[src/rtl/dmaCountPkg.sv]
package dmaCountPkg;
  typedef struct packed {
    logic loadAddr;
    logic loadWords;
    logic step;
    logic setIrq;
    logic clrIrq;
  } dmaCtl_t;
endpackage

[src/rtl/dmaCountCtl.sv]
module dmaCountCtl
  import dmaCountPkg::*;
(
  input  logic    clk,
  input  logic    rstN,
  input  logic    addrLoadN,
  input  logic    wordLoadN,
  input  logic    countEnN,
  input  logic    irqAck,
  input  logic    wordZero,
  input  logic    wordOne,
  output dmaCtl_t ctl,
  output logic    irq
);
  logic anyLoad;

  always_comb begin
    anyLoad       = !addrLoadN || !wordLoadN;
    ctl.loadAddr  = !addrLoadN;
    ctl.loadWords = !wordLoadN;
    ctl.step      = !countEnN && !wordZero && !anyLoad;
    ctl.setIrq    = ctl.step && wordOne;
    ctl.clrIrq    = irqAck || !wordLoadN;
  end

  always_ff @(posedge clk or negedge rstN) begin
    if (!rstN)           irq <= 1'b0;
    else if (ctl.setIrq) irq <= 1'b1;
    else if (ctl.clrIrq) irq <= 1'b0;
  end

  AST_IRQ_SET: assert property (@(posedge clk) disable iff (!rstN)
    (!countEnN && wordOne && addrLoadN && wordLoadN) |=> irq);
  AST_IRQ_CLEAR: assert property (@(posedge clk) disable iff (!rstN)
    (!wordLoadN || (irqAck && !(!countEnN && wordOne))) |=> !irq);
  AST_IRQ_HOLD: assert property (@(posedge clk) disable iff (!rstN)
    (!irqAck && wordLoadN && !ctl.setIrq) |=> $stable(irq));
endmodule

[src/rtl/dmaCountPath.sv]
module dmaCountPath
  import dmaCountPkg::*;
#(
  parameter int ADDR_W = 24,
  parameter int WORD_W = 16,
  parameter int BUS_W  = 24
) (
  input  logic              clk,
  input  logic              rstN,
  input  dmaCtl_t           ctl,
  input  logic [BUS_W-1:0]  dataBus,
  output logic [ADDR_W-1:0] addrQ,
  output logic              wordZero,
  output logic              wordOne
);
  localparam logic [ADDR_W-1:0] ADDR_INC = ADDR_W'(1);
  localparam logic [WORD_W-1:0] WORD_DEC = WORD_W'(1);

  logic [WORD_W-1:0] wordQ;

  always_ff @(posedge clk or negedge rstN) begin
    if (!rstN)             addrQ <= '0;
    else if (ctl.loadAddr) addrQ <= dataBus[ADDR_W-1:0];
    else if (ctl.step)     addrQ <= addrQ + ADDR_INC;
  end

  always_ff @(posedge clk or negedge rstN) begin
    if (!rstN)              wordQ <= '0;
    else if (ctl.loadWords) wordQ <= dataBus[WORD_W-1:0];
    else if (ctl.step)      wordQ <= wordQ - WORD_DEC;
  end

  always_comb begin
    wordZero = (wordQ == '0);
    wordOne  = (wordQ == WORD_DEC);
  end

  AST_ADDR_STEP: assert property (@(posedge clk) disable iff (!rstN)
    ctl.step |=> addrQ == $past(addrQ) + ADDR_INC);
  AST_WORD_STEP: assert property (@(posedge clk) disable iff (!rstN)
    ctl.step |=> wordQ == $past(wordQ) - WORD_DEC);
  AST_ADDR_LOAD: assert property (@(posedge clk) disable iff (!rstN)
    ctl.loadAddr |=> addrQ == $past(dataBus[ADDR_W-1:0]));
  AST_WORD_LOAD: assert property (@(posedge clk) disable iff (!rstN)
    ctl.loadWords |=> wordQ == $past(dataBus[WORD_W-1:0]));
  AST_NO_UNDERFLOW: assert property (@(posedge clk) disable iff (!rstN)
    ctl.step |-> !wordZero);
endmodule

[src/rtl/dmaCountCore.sv]
module dmaCountCore
  import dmaCountPkg::*;
#(
  parameter int ADDR_W = 24,
  parameter int WORD_W = 16,
  parameter int BUS_W  = 24
) (
  input  logic              clk,
  input  logic              rstN,
  input  logic [BUS_W-1:0]  dataBus,
  input  logic              addrLoadN,
  input  logic              wordLoadN,
  input  logic              countEnN,
  input  logic              grant,
  input  logic              irqAck,
  output logic [ADDR_W-1:0] memAddr,
  output logic              termCntN,
  output logic              irq
);
  dmaCtl_t           ctl;
  logic [ADDR_W-1:0] addrQ;
  logic              wordZero;
  logic              wordOne;

  dmaCountCtl i_ctl (
    .clk(clk), .rstN(rstN), .addrLoadN(addrLoadN), .wordLoadN(wordLoadN),
    .countEnN(countEnN), .irqAck(irqAck), .wordZero(wordZero),
    .wordOne(wordOne), .ctl(ctl), .irq(irq)
  );

  dmaCountPath #(.ADDR_W(ADDR_W), .WORD_W(WORD_W), .BUS_W(BUS_W)) i_path (
    .clk(clk), .rstN(rstN), .ctl(ctl), .dataBus(dataBus),
    .addrQ(addrQ), .wordZero(wordZero), .wordOne(wordOne)
  );

  always_comb begin
    memAddr  = grant ? addrQ : '0;
    termCntN = !wordZero;
  end

  AST_ZERO_IGNORE: assert property (@(posedge clk) disable iff (!rstN)
    (!termCntN && !countEnN && addrLoadN && wordLoadN)
      |=> (!termCntN && $stable(addrQ)));
  AST_LOAD_WINS: assert property (@(posedge clk) disable iff (!rstN)
    (!addrLoadN && wordLoadN) |=> $stable(termCntN));
endmodule

[config.mk]
export PLATFORM = sky130hd
export DESIGN_NAME = dmaCountCore
export DESIGN_NICKNAME = d
export VERILOG_FILES = /design/src/rtl/dmaCountPkg.sv /design/src/rtl/dmaCountCtl.sv /design/src/rtl/dmaCountPath.sv /design/src/rtl/dmaCountCore.sv
export SDC_FILE = /design/constraint.sdc
export NUM_CORES = 1
export LEC_CHECK = 0
export BUFFER_PORTS_ARGS = -buffer_cell sky130_fd_sc_hd__clkbuf_2
export CAP_MARGIN = 20
export CORE_ASPECT_RATIO = 0.75
export CORE_MARGIN = 5
export CORE_UTILIZATION = 57
export CTS_BUF_LIST = sky130_fd_sc_hd__clkbuf_4
export CTS_CLUSTER_DIAMETER = 80
export DETAILED_ROUTE_END_ITERATION = 12
export GPL_TIMING_DRIVEN = 0
export MAX_ROUTING_LAYER = met4
export PLACE_DENSITY = 0.89
export REMOVE_ABC_BUFFERS = 1
export SYNTH_ARGS = -nofsm -noshare
export SYNTH_HDL_FRONTEND = slang
export SYNTH_SLANG_ARGS = --single-unit
[constraint.sdc]
create_clock -name clk -period 2.1 [get_ports clk]
set_input_delay 0.21 -clock clk [delete_from_list [all_inputs] [get_ports clk]]
set_output_delay 0.21 -clock clk [all_outputs]
set_load 0.02 [all_outputs]
==> flow_summary.toml <==
[run_status]
status = "finished, final reports clean"

[critical_path]
critPathTopFamily = "simple AND/OR/NAND/NOR gates"
worstPathArrival_ns = 1.81
worstPathCellList = "nor4_4 -> buf_4 -> nand4_4 -> buf_4"
max_stage_delay_ns = 0.44
critPathLaunchType = "flip-flop"
r2r_setup_slack_ns = 0.08
worstRegToRegCells = 6
crit_type = "reg -> out"
crit_required_ns = 1.89
crit_buf_inv = 2
r2r-start = "i_path.wordQ[12]$_DFFE_PN0P_"
crit_top_cell = "buf_4"
rr_endpoint = "i_path.addrQ[14]$_DFFE_PN0P_"
critPathSlowestCell = "dfrtp_1"
cp_max_fo = 7
cp-end-kind = "primary output"

[floorplan]
die_x_um = 89.5
die_area_mm2 = 0.00624
coreArea_mm2 = 0.00452
die_h_um = 69.7
initial_core_util_pct = 59.9
rows = 21
io_pins = 57

[logic_synthesis]
synth-main-ff-cell = "dfrtp_1"
synthAdderAreaFrac_pct = 1.39
synth_edf_count = 0
synth_top_family_by_area = "simple AND/OR/NAND/NOR gates"
ys_warn_count = 0
seq_area_frac_synth_pct = 37.9
synthMuxAreaShare_pct = 0
netlist_area_mm2 = 0.00271
netlist_top_cells_area = "dfrtp_1 (38%), and2_1 (6.2%), nand2_1 (4.9%)"
synthCells = 304
yosys.area.top_type = "dfrtp_1"
synth-simple-area-share_pct = 35.1
synth_compound_area_share_pct = 19.1
ys_types = 51
yosysTopAreaCellShare_pct = 37.9
synth.ff_latch_count = 41
async_reset_ff_share_pct = 100
synthXorXnorAreaFrac_pct = 2.27
syn_avg_cell_area_um2 = 8.90

[grt]
grt_antenna_before_repair = 0
grtUsageTotal_pct = 23.8
grt_max_degree = 42
grt_pass1_wl_mm = 11.6
grt_remaining_overflow = 0
first_global_vias = 2471

[timing]
setup_viol = 0
slew_headroom_pct = 53.7
drv_slew = 0
fmax_mhz = 495
hold_viol = 0
fin_crit_ns = 2.02
tightest_slew_ns = 0.695
clock_skew_ns = 0.0109
post-route-period-util_pct = 96.3
hold_ws_ns = 0.0524

[clocking]
cts_tree = "done"
clk_latency_ns = 0.36
ctsHtreeMaxLevel = 2
cts_sinks = 41
cts_buffers = 5
cts_buffer_depth = 2
clock-root-buffer = "clkbuf_4"
clkSlewWorstSetupHoldPaths_ns = 0.13

[pwr]
p_comb_share_pct = 23.2
pwr-share-clk_pct = 22.2
swShare_pct = 34.3
power.net_switching_mw = 0.607
peakVddDrop_v = 0.000400
p_per_area_mw_per_mm2 = 557
p_leak_nw = 1.38
seqPwrFrac_pct = 54.6
intPower_mw = 1.16

[placement]
io_buffers = 56
dp_hpwl_mm = 4.98
gp_congestion = 0.868

[route]
dr.first_iter.drc_count = 221
first_pass_iters = 4
via_count = 2681
drtAntennaViolNets = 0
routed_wl_mm = 7.23
drc = 0
wl_per_cell_um = 17.2
vias_per_cell = 6.40

[worst_hold_path]
min_from = "dataBus[22]"
min_path_type = "in -> reg"
worstHoldPathCells = 2
hold-path-endpoint = "i_path.addrQ[22]$_DFFE_PN0P_"

[final_layout]
syn_to_final_growth_pct = 17.3
nNetsFinal = 395
diodes = 0
fin_util_pct = 70.2
layout-drive-gt1-share_pct = 26.5

[flow_run]
drv_cap = 0
-- cell usage after synthesis (7+ instances only) --
cell      count
clkbuf_1     11
a211o_1       7
o211ai_1     15
dfrtp_1      41
and2_1       27
nor2_1       16
nand3_1      17
o311ai_0     11
nand4_1      12
nand2_1      35
a31oi_1       8
inv_1         9
nand2b_1      8
a21oi_1       8
-- per-stage QoR --
stage	setup TNS (ns)	setup slack (ns)	power (mW)	instances	cell area, µm²
3_5_place_dp	-4.48	-0.492	1.35	400	2980
2_1_floorplan	0	0.154	1.19	287	2630
6_report	0	0.0778	1.77	419	3170
4_1_cts	0	0.0221	1.73	409	3050
3_3_place_gp	-3.57	-0.463	1.33	400	2980
5_1_grt	-0.0318	-0.0233	1.87	419	3170
-- flip-flops by register name, summed over array words and instances, names as in the netlist --
register / flops
i_ctl.irq: 1
i_path.wordQ: 16
i_path.addrQ: 24
-- power groups by stage --
stage | Sequential (mW) | Clock (mW) | Combinational, mW
after CTS | 0.963 | 0.393 | 0.375
after detailed placement | 0.977 | 0 | 0.371
final | 0.966 | 0.393 | 0.410
after global placement | 0.973 | 0 | 0.360
after floorplan | 0.952 | 0 | 0.234
after global routing | 0.979 | 0.434 | 0.455
-- placed cells by master, fill, tap and decap left out, drive strengths merged, types with 2 or more instances in the layout --
master and count:
dfrtp 41, or4 5, nor3 3, o311ai 12, clkbuf 59, nand3 17
and3 3, nand3b 2, and2 28, a21oi 8, and4b 3, o31ai 2
xnor2 2, and4 4, nor3b 4, o21ai 2, o221ai 5, a31o 3
or3 4, nor2 16, nand4 13, nor4b 2, nand2 35, or2 2
o211ai 16, nor2b 5, ha 3, clkinv 4, xor2 5, nor4 4
buf 12, nand2b 8, a211o 7, inv 9, a31oi 8
-- final cells by class --
cell class | count | area, µm²
timing repair buffer | 67 | 380
multi-input combinational | 236 | 1610
fill | 366 | 1350
inverter | 10 | 38.8
tap | 57 | 71.3
clock buffer | 5 | 37.5
clock inverter | 3 | 12.5
sequential | 41 | 1030
-- worst max-delay path by stage --
stage,to,start,slack [ns],depth (start not counted)
2_1_floorplan,i_path.addrQ[21]$_DFFE_PN0P_,i_path.wordQ[6]$_DFFE_PN0P_,0.15,5
3_3_place_gp,i_path.wordQ[15]$_DFFE_PN0P_,addrLoadN,-0.46,6
3_5_place_dp,i_path.wordQ[15]$_DFFE_PN0P_,addrLoadN,-0.49,6
4_1_cts,termCntN,i_path.wordQ[0]$_DFFE_PN0P_,0.02,5
5_1_grt,termCntN,i_path.wordQ[1]$_DFFE_PN0P_,-0.02,5
6_report,termCntN,i_path.wordQ[7]$_DFFE_PN0P_,0.08,4
-- cells by family after synthesis --
group	Yosys count
adder cells (fa/ha/maj)	3
XOR/XNOR	7
AO/OA/AOI/OAI	67
flip-flops	41
AND/OR/NAND/NOR	159
buffers and inverters	27
-- per-layer routing --
metal | vias up | share of wire (%) | track usage [%]
met5 | - | 0 | -
met4 | 0 | 0.87 | 4.30
met3 | 8 | 7.8 | 5.23
met2 | 114 | 46 | 35.2
met1 | 1296 | 46 | 33.7
li1 | 1263 | - | -
-- repair_timing --
| item | in CTS | in global routing |
|---|---|---|
| cloned | 0 | 0 |
| hold buffers | 0 | 1 |
| endpoints found under the hold margin | 0 | 14 |
| buffers inserted | 1 | 8 |
| resized for setup | 3 | 13 |
| setup endpoints to repair | 27 | 28 |
| pin swaps | 1 | 5 |
Power figures use the tool's default switching activity.
